`config.mk`:
```
export PLATFORM = sky130hd
export DESIGN_NAME = frag_merger
export DESIGN_NICKNAME = d
export VERILOG_FILES = /design/src/rtl/merge_pkg.sv /design/src/rtl/merge_ctrl.sv /design/src/rtl/merge_dpath.sv /design/src/rtl/frag_merger.sv
export SDC_FILE = /design/constraint.sdc
export NUM_CORES = 1
export LEC_CHECK = 0
export ABC_AREA = 1
export BUFFER_PORTS_ARGS = -buffer_cell sky130_fd_sc_hd__buf_2
export CAP_MARGIN = 40
export CORE_MARGIN = 5
export CORE_UTILIZATION = 50
export CTS_CLUSTER_SIZE = 24
export DETAILED_ROUTE_END_ITERATION = 12
export GPL_TIMING_DRIVEN = 0
export PLACE_DENSITY = 0.86
export SLEW_MARGIN = 10
export SYNTH_ARGS = -nofsm -noshare
export SYNTH_HDL_FRONTEND = slang
export SYNTH_SLANG_ARGS = --single-unit
```
`constraint.sdc`:
```
create_clock -name clk -period 3.4 [get_ports clk]
set_input_delay 0.17 -clock clk [delete_from_list [all_inputs] [get_ports clk]]
set_output_delay 0.17 -clock clk [all_outputs]
set_load 0.02 [all_outputs]
```
`src/rtl/merge_pkg.sv`:
```
package merge_pkg;

  localparam int TAG_W = 4;
  localparam logic [TAG_W-1:0] HDR_TAG = 4'hB;
  localparam logic [TAG_W-1:0] TRL_TAG = 4'hE;

  typedef enum logic [1:0] {
    ST_IDLE,
    ST_HDR,
    ST_BODY,
    ST_TRL
  } mergeState_e;

  typedef enum logic [1:0] {
    SRC_BODY,
    SRC_HDR,
    SRC_TRL
  } outSrc_e;

  typedef struct packed {
    logic    capture;
    logic    countInc;
    outSrc_e src;
  } mergeStrobe_t;

endpackage

```
`src/rtl/merge_ctrl.sv`:
```
module merge_ctrl
  import merge_pkg::*;
#(
  parameter int NUM_IN = 4,
  localparam int SEL_W = (NUM_IN > 1) ? $clog2(NUM_IN) : 1
) (
  input  logic              clk,
  input  logic              rstN,
  input  logic [NUM_IN-1:0] inValid,
  input  logic [NUM_IN-1:0] inLast,
  input  logic              outReady,
  output logic [NUM_IN-1:0] inReady,
  output logic              outValid,
  output logic              outFirst,
  output logic              outLast,
  output logic [SEL_W-1:0]  sel,
  output mergeStrobe_t      strobe
);

  localparam logic [SEL_W-1:0] LAST_SEL = SEL_W'(NUM_IN - 1);

  mergeState_e state, stateNext;
  logic [SEL_W-1:0] selNext;
  logic allValid;

  assign allValid = &inValid;

  always_comb begin
    stateNext = state;
    selNext   = sel;
    inReady   = '0;
    outValid  = 1'b0;
    outFirst  = 1'b0;
    outLast   = 1'b0;
    strobe.capture  = 1'b0;
    strobe.countInc = 1'b0;
    strobe.src      = SRC_BODY;
    unique case (state)
      ST_IDLE: begin
        if (allValid) begin
          strobe.capture = 1'b1;
          stateNext = ST_HDR;
        end
      end
      ST_HDR: begin
        outValid   = 1'b1;
        outFirst   = 1'b1;
        strobe.src = SRC_HDR;
        if (outReady) begin
          stateNext = ST_BODY;
          selNext   = '0;
        end
      end
      ST_BODY: begin
        outValid     = inValid[sel];
        inReady[sel] = outReady;
        if (inValid[sel] && outReady) begin
          strobe.countInc = 1'b1;
          if (inLast[sel]) begin
            if (sel == LAST_SEL) stateNext = ST_TRL;
            else selNext = sel + 1'b1;
          end
        end
      end
      ST_TRL: begin
        outValid   = 1'b1;
        outLast    = 1'b1;
        strobe.src = SRC_TRL;
        if (outReady) stateNext = ST_IDLE;
      end
      default: stateNext = ST_IDLE;
    endcase
  end

  always_ff @(posedge clk or negedge rstN) begin
    if (!rstN) begin
      state <= ST_IDLE;
      sel   <= '0;
    end else begin
      state <= stateNext;
      sel   <= selNext;
    end
  end

  AST_READY_ONEHOT: assert property (@(posedge clk) disable iff (!rstN)
    $onehot0(inReady));
  AST_WAIT_ALL: assert property (@(posedge clk) disable iff (!rstN)
    (state == ST_IDLE && !allValid) |=> (!outValid && inReady == '0));
  AST_HOLD_VALID: assert property (@(posedge clk) disable iff (!rstN)
    (outValid && !outReady) |=> outValid);
  AST_FLAGS_EXCLUSIVE: assert property (@(posedge clk) disable iff (!rstN)
    !(outFirst && outLast));

endmodule

```
`src/rtl/merge_dpath.sv`:
```
module merge_dpath
  import merge_pkg::*;
#(
  parameter int NUM_IN  = 4,
  parameter int DATA_W  = 32,
  parameter int BC_W    = 8,
  parameter int COUNT_W = 16,
  localparam int SEL_W  = (NUM_IN > 1) ? $clog2(NUM_IN) : 1
) (
  input  logic                           clk,
  input  logic                           rstN,
  input  logic [NUM_IN-1:0][DATA_W-1:0]  inData,
  input  logic [SEL_W-1:0]               sel,
  input  mergeStrobe_t                   strobe,
  input  logic                           outValid,
  input  logic                           outReady,
  input  logic                           outFirst,
  input  logic                           outLast,
  output logic [DATA_W-1:0]              outData
);

  logic [BC_W-1:0]    bcRef;
  logic [NUM_IN-1:0]  errBits;
  logic [NUM_IN-1:0]  errNow;
  logic [COUNT_W-1:0] wordCnt;

  for (genvar g = 0; g < NUM_IN; g++) begin : gCmp
    assign errNow[g] = (inData[g][BC_W-1:0] != inData[0][BC_W-1:0]);
  end

  always_ff @(posedge clk or negedge rstN) begin
    if (!rstN) begin
      bcRef   <= '0;
      errBits <= '0;
      wordCnt <= '0;
    end else if (strobe.capture) begin
      bcRef   <= inData[0][BC_W-1:0];
      errBits <= errNow;
      wordCnt <= '0;
    end else if (strobe.countInc) begin
      wordCnt <= wordCnt + 1'b1;
    end
  end

  always_comb begin
    outData = '0;
    unique case (strobe.src)
      SRC_HDR: begin
        outData[DATA_W-1 -: TAG_W] = HDR_TAG;
        outData[BC_W-1:0]          = bcRef;
      end
      SRC_TRL: begin
        outData[DATA_W-1 -: TAG_W]  = TRL_TAG;
        outData[COUNT_W +: NUM_IN]  = errBits;
        outData[COUNT_W-1:0]        = wordCnt;
      end
      default: outData = inData[sel];
    endcase
  end

  AST_HOLD_DATA: assert property (@(posedge clk) disable iff (!rstN)
    (outValid && !outReady) |=> $stable(outData));
  AST_SELF_NO_ERR: assert property (@(posedge clk) disable iff (!rstN)
    (outValid && outLast) |-> !outData[COUNT_W]);
  AST_CNT_AT_HDR: assert property (@(posedge clk) disable iff (!rstN)
    (outValid && outFirst) |-> (wordCnt == '0));

endmodule

```
`src/rtl/frag_merger.sv`:
```
module frag_merger
  import merge_pkg::*;
#(
  parameter int NUM_IN  = 4,
  parameter int DATA_W  = 32,
  parameter int BC_W    = 8,
  parameter int COUNT_W = 16
) (
  input  logic                          clk,
  input  logic                          rstN,
  input  logic [NUM_IN-1:0]             inValid,
  output logic [NUM_IN-1:0]             inReady,
  input  logic [NUM_IN-1:0][DATA_W-1:0] inData,
  input  logic [NUM_IN-1:0]             inLast,
  output logic                          outValid,
  input  logic                          outReady,
  output logic [DATA_W-1:0]             outData,
  output logic                          outFirst,
  output logic                          outLast
);

  localparam int SEL_W = (NUM_IN > 1) ? $clog2(NUM_IN) : 1;

  logic [SEL_W-1:0] sel;
  mergeStrobe_t     strobe;

  initial begin
    AST_LAYOUT_FITS: assert (DATA_W >= COUNT_W + NUM_IN + TAG_W && DATA_W >= BC_W + TAG_W);
  end

  merge_ctrl #(.NUM_IN(NUM_IN)) u_ctrl (
    .clk      (clk),
    .rstN     (rstN),
    .inValid  (inValid),
    .inLast   (inLast),
    .outReady (outReady),
    .inReady  (inReady),
    .outValid (outValid),
    .outFirst (outFirst),
    .outLast  (outLast),
    .sel      (sel),
    .strobe   (strobe)
  );

  merge_dpath #(
    .NUM_IN  (NUM_IN),
    .DATA_W  (DATA_W),
    .BC_W    (BC_W),
    .COUNT_W (COUNT_W)
  ) u_dpath (
    .clk      (clk),
    .rstN     (rstN),
    .inData   (inData),
    .sel      (sel),
    .strobe   (strobe),
    .outValid (outValid),
    .outReady (outReady),
    .outFirst (outFirst),
    .outLast  (outLast),
    .outData  (outData)
  );

endmodule

```
After elaboration in Yosys (flattened, before gate mapping)
Cells that the tools add are included.
{"block": "word_totals", "reg_bits": 31, "wordCells": 70}
{"block": "classes", "add_sub_neg": 2, "order_cmp": 2, "n_eq_ne": 16, "n_mux": 34, "n_bitwise": 1, "reduce_logical": 10}
{"operator": "32-bit binary-select mux with 2-bit select", "count": 1}
{"operator": "16-bit two-way mux", "count": 2}
{"operator": "32-bit two-way mux", "count": 1}
{"operator": "8-bit inequality test", "count": 3}
{"operator": "12-bit case mux with 2 select lines", "count": 1}
{"operator": "2-bit two-way mux", "count": 9}
{"operator": "16-bit by 1-bit adder with 16-bit output, second input constant", "count": 1}
{"operator": "8-bit case mux with 2 select lines", "count": 1}
{"operator": "1-bit two-way mux", "count": 9}
{"operator": "2-bit == test, second input constant", "count": 4}
{"operator": "8-bit two-way mux", "count": 1}
{"operator": "2-bit by 1-bit inequality test with 1-bit output, second input constant", "count": 4}
{"operator": "2-bit case mux with 2 select lines", "count": 2}
{"operator": "2-bit case mux with 4 select lines", "count": 1}
{"operator": "4-bit case mux with 2 select lines", "count": 1}
{"operator": "2-bit inequality test, second input constant", "count": 3}
{"operator": "6-bit AND reduction", "count": 1}
{"operator": "5-bit AND reduction", "count": 1}
{"operator": "4-bit bitwise AND", "count": 1}
{"operator": "1-bit binary-select mux with 2-bit select", "count": 2}
{"operator": "2-bit by 1-bit == test with 1-bit output, second input constant", "count": 2}
{"operator": "4-bit two-way mux", "count": 1}
{"operator": "4-bit AND reduction", "count": 1}
{"operator": "2-bit nonzero test", "count": 2}
{"operator": "8 further kinds", "count": 10}

Logic depth before layout (Yosys ltp)
Gate-level depths: netlist (run 1).
{"block": "logic_depth", "ltp_word": 7, "depth_mapped": 9, "depth_no_buf": 8}

Cells and area by module
From an unflattened synthesis (run 1), not the netlist that was laid out.
{"block": "hier_totals", "hier_cells": 625, "area_unflattened_um2": 3495.9}
{"module": "merge_dpath", "instances": 1, "cells_per_inst": 543, "area_each_um2": 2951.6, "seq_area_each_um2": 675.6}
{"module": "merge_ctrl", "instances": 1, "cells_per_inst": 82, "area_each_um2": 544.3, "seq_area_each_um2": 100.1}

Worst setup path before layout (run 1)
No wires, ideal clock.
{"block": "synth_timing", "path_type": "register to output", "from": "reg u_ctrl.state[1]", "to": "out outData[13]", "t_arrival_ps": 1596, "t_required_ps": 3230, "setup_slack_ps": 1634, "stages_incl_launch_ff": 9, "n_path_buf": 3, "cell_sequence": "dfrtp_1 > inv_1 > ha_1 > buf_2 > nor2_1 > buf_2 > buf_2 > nand3_1 > o21ai_0"}
{"block": "synth_via", "elab_chain_len": 4}
{"element": "start: declaration", "line": "merge_ctrl.sv:22", "rtl": "mergeState_e state, stateNext;"}
{"element": "start signal: assignment", "line": "merge_ctrl.sv:80", "rtl": "state <= stateNext;"}
{"element": "2-bit == test / 2-bit by 1-bit == test with 1-bit output (equally long branches)", "line": "merge_ctrl.sv:38", "rtl": "unique case (state)"}
{"element": "2-bit case mux with 2 select lines (*)", "line": "merge_ctrl.sv:38"}
{"element": "2-bit == test / 2-bit by 1-bit == test with 1-bit output (equally long branches)", "line": "merge_dpath.sv:47", "rtl": "unique case (strobe.src)"}
{"element": "12-bit case mux with 2 select lines (*)", "line": "merge_dpath.sv:47"}
{"element": "end: declaration", "line": "frag_merger.sv:17", "rtl": "output logic [DATA_W-1:0] outData,"}
Every way passes the cells marked *; elsewhere a longest branch is shown, timed or not.

Worst setup path after layout (run 1)
{"block": "layout_timing", "from": "reg u_ctrl.state[1]", "to": "out outData[7]"}
{"block": "layout_via", "elab_chain_len": 4}
{"element": "2-bit == test / 2-bit by 1-bit == test with 1-bit output (equally long branches)", "line": "merge_ctrl.sv:38"}
{"element": "2-bit case mux with 2 select lines (*)", "line": "merge_ctrl.sv:38"}
{"element": "2-bit == test / 2-bit by 1-bit == test with 1-bit output (equally long branches)", "line": "merge_dpath.sv:47"}
{"element": "8-bit case mux with 2 select lines (*)", "line": "merge_dpath.sv:47"}
Marked as above.

==> impl_metrics.json, run 1 <==
{
  "clk_pin_slew_ps": 70,
  "place_ws_ps": 1270,
  "synthFlopType": "dfrtp_1",
  "ys_seq_area_frac": 0.216,
  "synth_top_area_frac": 0.216,
  "clkLatencyLatePin_ps": 290,
  "cts_root_buf": "clkbuf_8",
  "hold_depth": 3,
  "synth_edf_count": 0,
  "drtPass1Iterations": 5,
  "wirelength_mm": 14.1,
  "p_sw_mw": 1.82,
  "cts_made_buffers": 5,
  "power_frac_clock": 0.100,
  "finalWeightedCongestion": 1.01,
  "seq_power_share": 0.172,
  "timing.slew.headroom": 0.524,
  "die_w_um": 94.7,
  "syn_area_per_cell_um2": 5.96,
  "ioPinCount": 178,
  "postSynth.asyncResetShare": 1.00,
  "grtUsageTotal": 0.310,
  "synth_warnings": 0,
  "hp-class": "in -> reg",
  "reg2reg_depth": 9,
  "grt_pass1_vias": 4559,
  "drcViolationCount": 0,
  "netlist_top_cells_area": "dfrtp_1, nand2_1, nand3_1",
  "drive_above_1_share": 0.287,
  "vdd_ir_drop_max_v": 0.000406,
  "cts_resized": 0,
  "grt_max_degree": 32,
  "cts_max_path_buffers": 2,
  "dp_hpwl_mm": 11.4,
  "die_h_um": 94.7,
  "max_freq_ghz": 0.407,
  "combPwrFrac": 0.728,
  "crit_fanout": 10,
  "setup_viol": 0,
  "dieArea_mm2": 0.00897,
  "final_hold_viol_count": 0,
  "overflow": 0,
  "area.sequential_um2": 776,
  "setup_ws_ps": 942,
  "finalCritPeriodShare": 0.723,
  "clock_skew_ps": 4.20,
  "yosysMostFrequentCell": "nand2_1",
  "syn_area_mm2": 0.00359,
  "yosys.area.top_type": "dfrtp_1",
  "rrSetupSlack_ps": 1560,
  "num_rows": 30,
  "critPathArrivalTime_ps": 2290,
  "finalHoldWorstSlack_ps": 204,
  "postCtsSetupBuffers": 0,
  "p_int_mw": 1.46,
  "rsz0062_at_grt": "no",
  "start_kind": "flip-flop",
  "antenna_found_initial": 0,
  "timing.final.max_slew_violations": 0,
  "powerDensity_mw_per_mm2": 699,
  "portBuffers": 177,
  "vias": 4847,
  "antenna_cells": 0,
  "fill_cells": 695,
  "critPathRequiredTime_ps": 3230,
  "switching_share": 0.555,
  "min_period_ps": 2460,
  "total_power_mw": 3.29,
  "wire_per_inst_um": 16.0,
  "synth_common_cells": "nand2_1, nor2_1, nand3_1, inv_1, dfrtp_1",
  "drtAntennaViolNets": 0,
  "p_leak_nw": 2.56,
  "cts_tree": "built",
  "start_util": 0.519,
  "critPathKind": "reg -> out",
  "cts_htree_levels": 2,
  "drv_cap": 0,
  "ys_seq_elements": 31,
  "outcome": "finished clean",
  "syn_nets": 752,
  "ctsHoldBuffers": 1,
  "area_delta_synth_final_pct": 31.1,
  "cts.sinks": 31,
  "worstSetupEndpointType": "output pin",
  "drt-vias-per-instance": 5.48,
  "multiInputGateArea_mm2": 0.00243,
  "synthCells": 602,
  "core_area_mm2": 0.00691,
  "drt_iter0_drc": 391,
  "worst_pin_slew_ps": 713,
  "synth.distinct_cells": 32,
  "layout.nets": 937,
  "grt_first_pass_wirelength_mm": 22.0,
  "final_core_util": 0.681,
  "setup_tns_ps": 0
}
-- kinds of logic after synthesis --
logic type               Yosys count  share of synthesized area
XOR/XNOR                          26                     0.0635
adder cells (fa/ha/maj)           11                     0.0384
AND/OR/NAND/NOR                  362                      0.443
flip-flops                        31                      0.216
buffers and inverters             84                      0.106
AO/OA/AOI/OAI                     88                      0.133
-- final cells by class --
type,instances,share of cell area
multi-input combinational,487,0.517
timing repair buffer,178,0.190
sequential,31,0.165
buffer,36,0.0420
inverter,48,0.0388
tap,96,0.0255
clock buffer,8,0.0213
-- power groups by stage --
stage / sequential [mW] / clock [mW] / combinational, mW
after global placement: 0.564 / 0 / 2.32
after global routing: 0.575 / 0.354 / 2.62
after CTS: 0.560 / 0.331 / 2.37
after floorplan: 0.541 / 0 / 1.62
final: 0.564 / 0.328 / 2.39
after detailed placement: 0.566 / 0 / 2.36
-- layer usage --
metal,track usage,wire [µm],vias up
met4,0.0986,306,0
met3,0.0574,1220,35
met1,0.399,5790,2244
met2,0.524,6810,236
met5,0,0,-
li1,-,-,2332
-- critical path: stages, from the launching register on --
cell and delay (ps):
dfrtp_1 430, inv_1 110, ha_1 190, buf_2 190, nor2_1 140, buf_2 240, buf_2 270, nand3_1 110
nand3_1 130, buf_2 190
-- path summary, 6_finish.rpt --
kind | from | end
min | inData[6] | u_dpath.bcRef[6]$_DFFE_PN0P_
max reg2reg | u_ctrl.state[0]$_DFFE_PN0P_ | u_ctrl.sel[1]$_DFFE_PN0P_
max in group asynchronous | rstN | u_dpath.wordCnt[14]$_DFFE_PN0P_
min in group asynchronous | rstN | u_dpath.wordCnt[12]$_DFFE_PN0P_
min reg2reg | u_dpath.bcRef[6]$_DFFE_PN0P_ | u_dpath.bcRef[6]$_DFFE_PN0P_
max | u_ctrl.state[1]$_DFFE_PN0P_ | outData[7]
-- registers in the layout, indices dropped and copies added, names as in the netlist --
| signal | count |
|---|---|
| u_dpath.wordCnt | 16 |
| u_ctrl.state | 2 |
| u_ctrl.sel | 2 |
| u_dpath.errBits | 3 |
| u_dpath.bcRef | 8 |
-- placed cells by master, fill, tap and decap left out, types with 4 or more instances in the layout --
master and n:
o211ai_1 4, inv_1 45, nand3_1 80, a21oi_1 23, o21ai_1 20, nor2_1 90, dfrtp_1 31, buf_4 6
nand2_2 5, a31oi_1 5, clkbuf_8 7, buf_2 197, o21ai_0 30, xor2_1 6, xnor2_1 20, nand2_1 162
ha_1 11, clkbuf_1 8, nand4_1 17
-- metrics by stage --
step | instance area, µm² | instances
3_3_place_gp | 4590 | 875
2_1_floorplan | 3590 | 602
4_1_cts | 4700 | 884
5_1_grt | 4700 | 884
3_5_place_dp | 4590 | 875
6_report | 4700 | 884
Power figures use the tool's default switching activity.
==> run 2: changes to the inputs <==
Settings changed: CORE_UTILIZATION 50 to 47, PLACE_DENSITY 0.86 to 0.82.
Clock period 3.4 ns to 2.3 ns, I/O delays scaled along.
==> impl_metrics.json, run 2 (synthesis results as in run 1) <==
{
  "outcome": "finished clean",
  "power_frac_clock": 0.099,
  "clock_skew_ps": 4.88,
  "grtUsageTotal": 0.286,
  "hp-start": "inData[1]",
  "finalWeightedCongestion": 0.950,
  "drtAntennaViolNets": 0,
  "combPwrFrac": 0.730,
  "dieArea_mm2": 0.00948,
  "vdd_ir_drop_max_v": 0.000639,
  "min_period_ps": 2110,
  "p_int_mw": 2.17,
  "finalCritPeriodShare": 0.918,
  "rsz0062_at_grt": "no",
  "wl_met2_mm": 6.73,
  "layout_common_cells": "buf_2, nand2_1, nor2_1",
  "timing.rr.end": "u_dpath.wordCnt[6]$_DFFE_PN0P_",
  "r2r_start": "u_ctrl.state[0]$_DFFE_PN0P_",
  "critPathTopFamily": "buffers and inverters",
  "vias": 4813,
  "portBuffers": 177,
  "slowest_delay_ps": 410,
  "timing.final.max_slew_violations": 0,
  "core_area_mm2": 0.00733,
  "wirelength_mm": 14.1,
  "worst_pin_slew_ps": 713,
  "layout.nets": 936,
  "area_delta_synth_final_pct": 31.3,
  "fin_area_mm2": 0.00471,
  "cts_root_buf": "clkbuf_8",
  "critPathKind": "reg -> out",
  "grt_first_pass_wirelength_mm": 22.6,
  "antenna_found_initial": 0,
  "drive_above_1_share": 0.290,
  "cts_made_buffers": 5,
  "cp.buffers_inverters": 4,
  "cts.sinks": 31,
  "post_dp_cell_area_mm2": 0.00460,
  "top_layer": "met4",
  "crit_slowest_cell": "dfrtp_2",
  "cp_common_cell": "buf_2",
  "final_hold_viol_count": 0,
  "overflow": 0,
  "ioPinCount": 178,
  "place_ws_ps": 232,
  "met1_length_mm": 5.85,
  "critPathArrivalTime_ps": 2000,
  "top_regs": "u_dpath.wordCnt: 16 flops, u_dpath.bcRef: 8 flops, u_dpath.errBits: 3 flops",
  "wire_per_inst_um": 15.9,
  "die_w_um": 97.4,
  "setup_viol": 0,
  "worstSetupEndpointType": "output pin",
  "drv_cap": 0,
  "crit_fanout": 19,
  "min_to": "u_dpath.bcRef[1]$_DFFE_PN0P_",
  "max_freq_ghz": 0.474,
  "p_sw_mw": 2.69,
  "setup_ws_ps": 189,
  "antenna_cells": 0,
  "p_leak_nw": 2.56,
  "place_inst": 878,
  "clkLatencyLatePin_ps": 280,
  "critPathRequiredTime_ps": 2180,
  "die_h_um": 97.4,
  "cts_tree": "built",
  "start_util": 0.489,
  "num_rows": 31,
  "final_cells": 886,
  "rrSetupSlack_ps": 500,
  "final_core_util": 0.642,
  "grt_max_degree": 32,
  "timing.slew.headroom": 0.525,
  "powerDensity_mw_per_mm2": 1030,
  "cts_max_path_buffers": 2,
  "drtPass1Iterations": 5,
  "drt-vias-per-instance": 5.43,
  "seq_power_share": 0.171,
  "hold_depth": 3,
  "path_cells": "inv_1 -> ha_1 -> buf_2 -> nor2_2 -> buf_4 -> nand3_1 -> o21ai_0 -> buf_2",
  "clk_pin_slew_ps": 70,
  "dp_hpwl_mm": 11.6,
  "cts_htree_levels": 2,
  "drt_iter0_drc": 400,
  "drcViolationCount": 0,
  "largest_register_ffs": 16,
  "switching_share": 0.554,
  "reg2reg_depth": 8,
  "largest_register": "u_dpath.wordCnt",
  "start_kind": "flip-flop",
  "layout_commonest_cell": "buf_2",
  "dr_wl_met3_mm": 1.17,
  "setup_tns_ps": 0,
  "grt_pass1_vias": 4544,
  "hp-class": "in -> reg"
}
-- run 2: cell types whose count changed in the layout (fill, tap and decap cells not counted) --
cell	before	now
dfrtp_1	31	30
nor2_2	0	1
buf_2	197	195
clkbuf_1	8	7
nor2_1	90	89
dfrtp_2	0	1
clkbuf_2	0	1
buf_4	6	7
-- run 2: worst max path at each step --
stage,depth (start not counted),startpoint,end
global placement,9,u_ctrl.state[1]$_DFFE_PN0P_,outData[1]
CTS,8,u_ctrl.state[1]$_DFFE_PN0P_,outData[15]
floorplan,8,u_ctrl.state[1]$_DFFE_PN0P_,outData[13]
global route,8,u_ctrl.state[0]$_DFFE_PN0P_,outData[17]
detailed placement,9,u_ctrl.state[1]$_DFFE_PN0P_,outData[1]
finish,8,u_ctrl.state[1]$_DFFE_PN0P_,outData[15]
-- run 2: routing by layer --
layer  vias to the layer above  track usage
met1                      2208        0.378
li1                       2335            -
met4                         0       0.0745
met5                         -            0
met3                        30       0.0409
met2                       240        0.488
-- run 2: through the flow --
step                      hold WS, ps  power [mW]
after floorplan                  -181        3.19
after global placement            195        4.27
after detailed placement          204        4.33
after CTS                         137        4.81
after global routing              152        5.22
final                             144        4.86
-- run 2: power groups by stage --
stage / registers, mW / clock network, mW / logic, mW
global route: 0.850 / 0.514 / 3.85
detailed placement: 0.835 / 0 / 3.49
floorplan: 0.800 / 0 / 2.39
CTS: 0.825 / 0.490 / 3.49
global placement: 0.831 / 0 / 3.43
finish: 0.831 / 0.482 / 3.54
-- run 2: area by class of cell --
cell class / count / area [µm²]
Multi-Input combinational cell: 487 / 2430
Timing Repair Buffer: 178 / 896
Inverter: 48 / 183
Clock buffer: 8 / 100
Fill cell: 724 / 2620
Buffer: 35 / 196
Sequential cell: 31 / 777
Tap cell: 99 / 124
-- run 2: worst min-delay path, delay by kind of cell --
family / cells / cell delay (ps)
compound gates: 1 / 60
buf+inv: 2 / 210
-- run 2: timing repair --
action / CTS / global route
setup buffers: 0 / 0
hold endpoints to repair: 31 / 0
hold buffers: 1 / 0
gates resized for setup: 0 / 6
gates cloned: 0 / 0
endpoints found under the setup margin: 9 / 22
pin swaps: 0 / 0
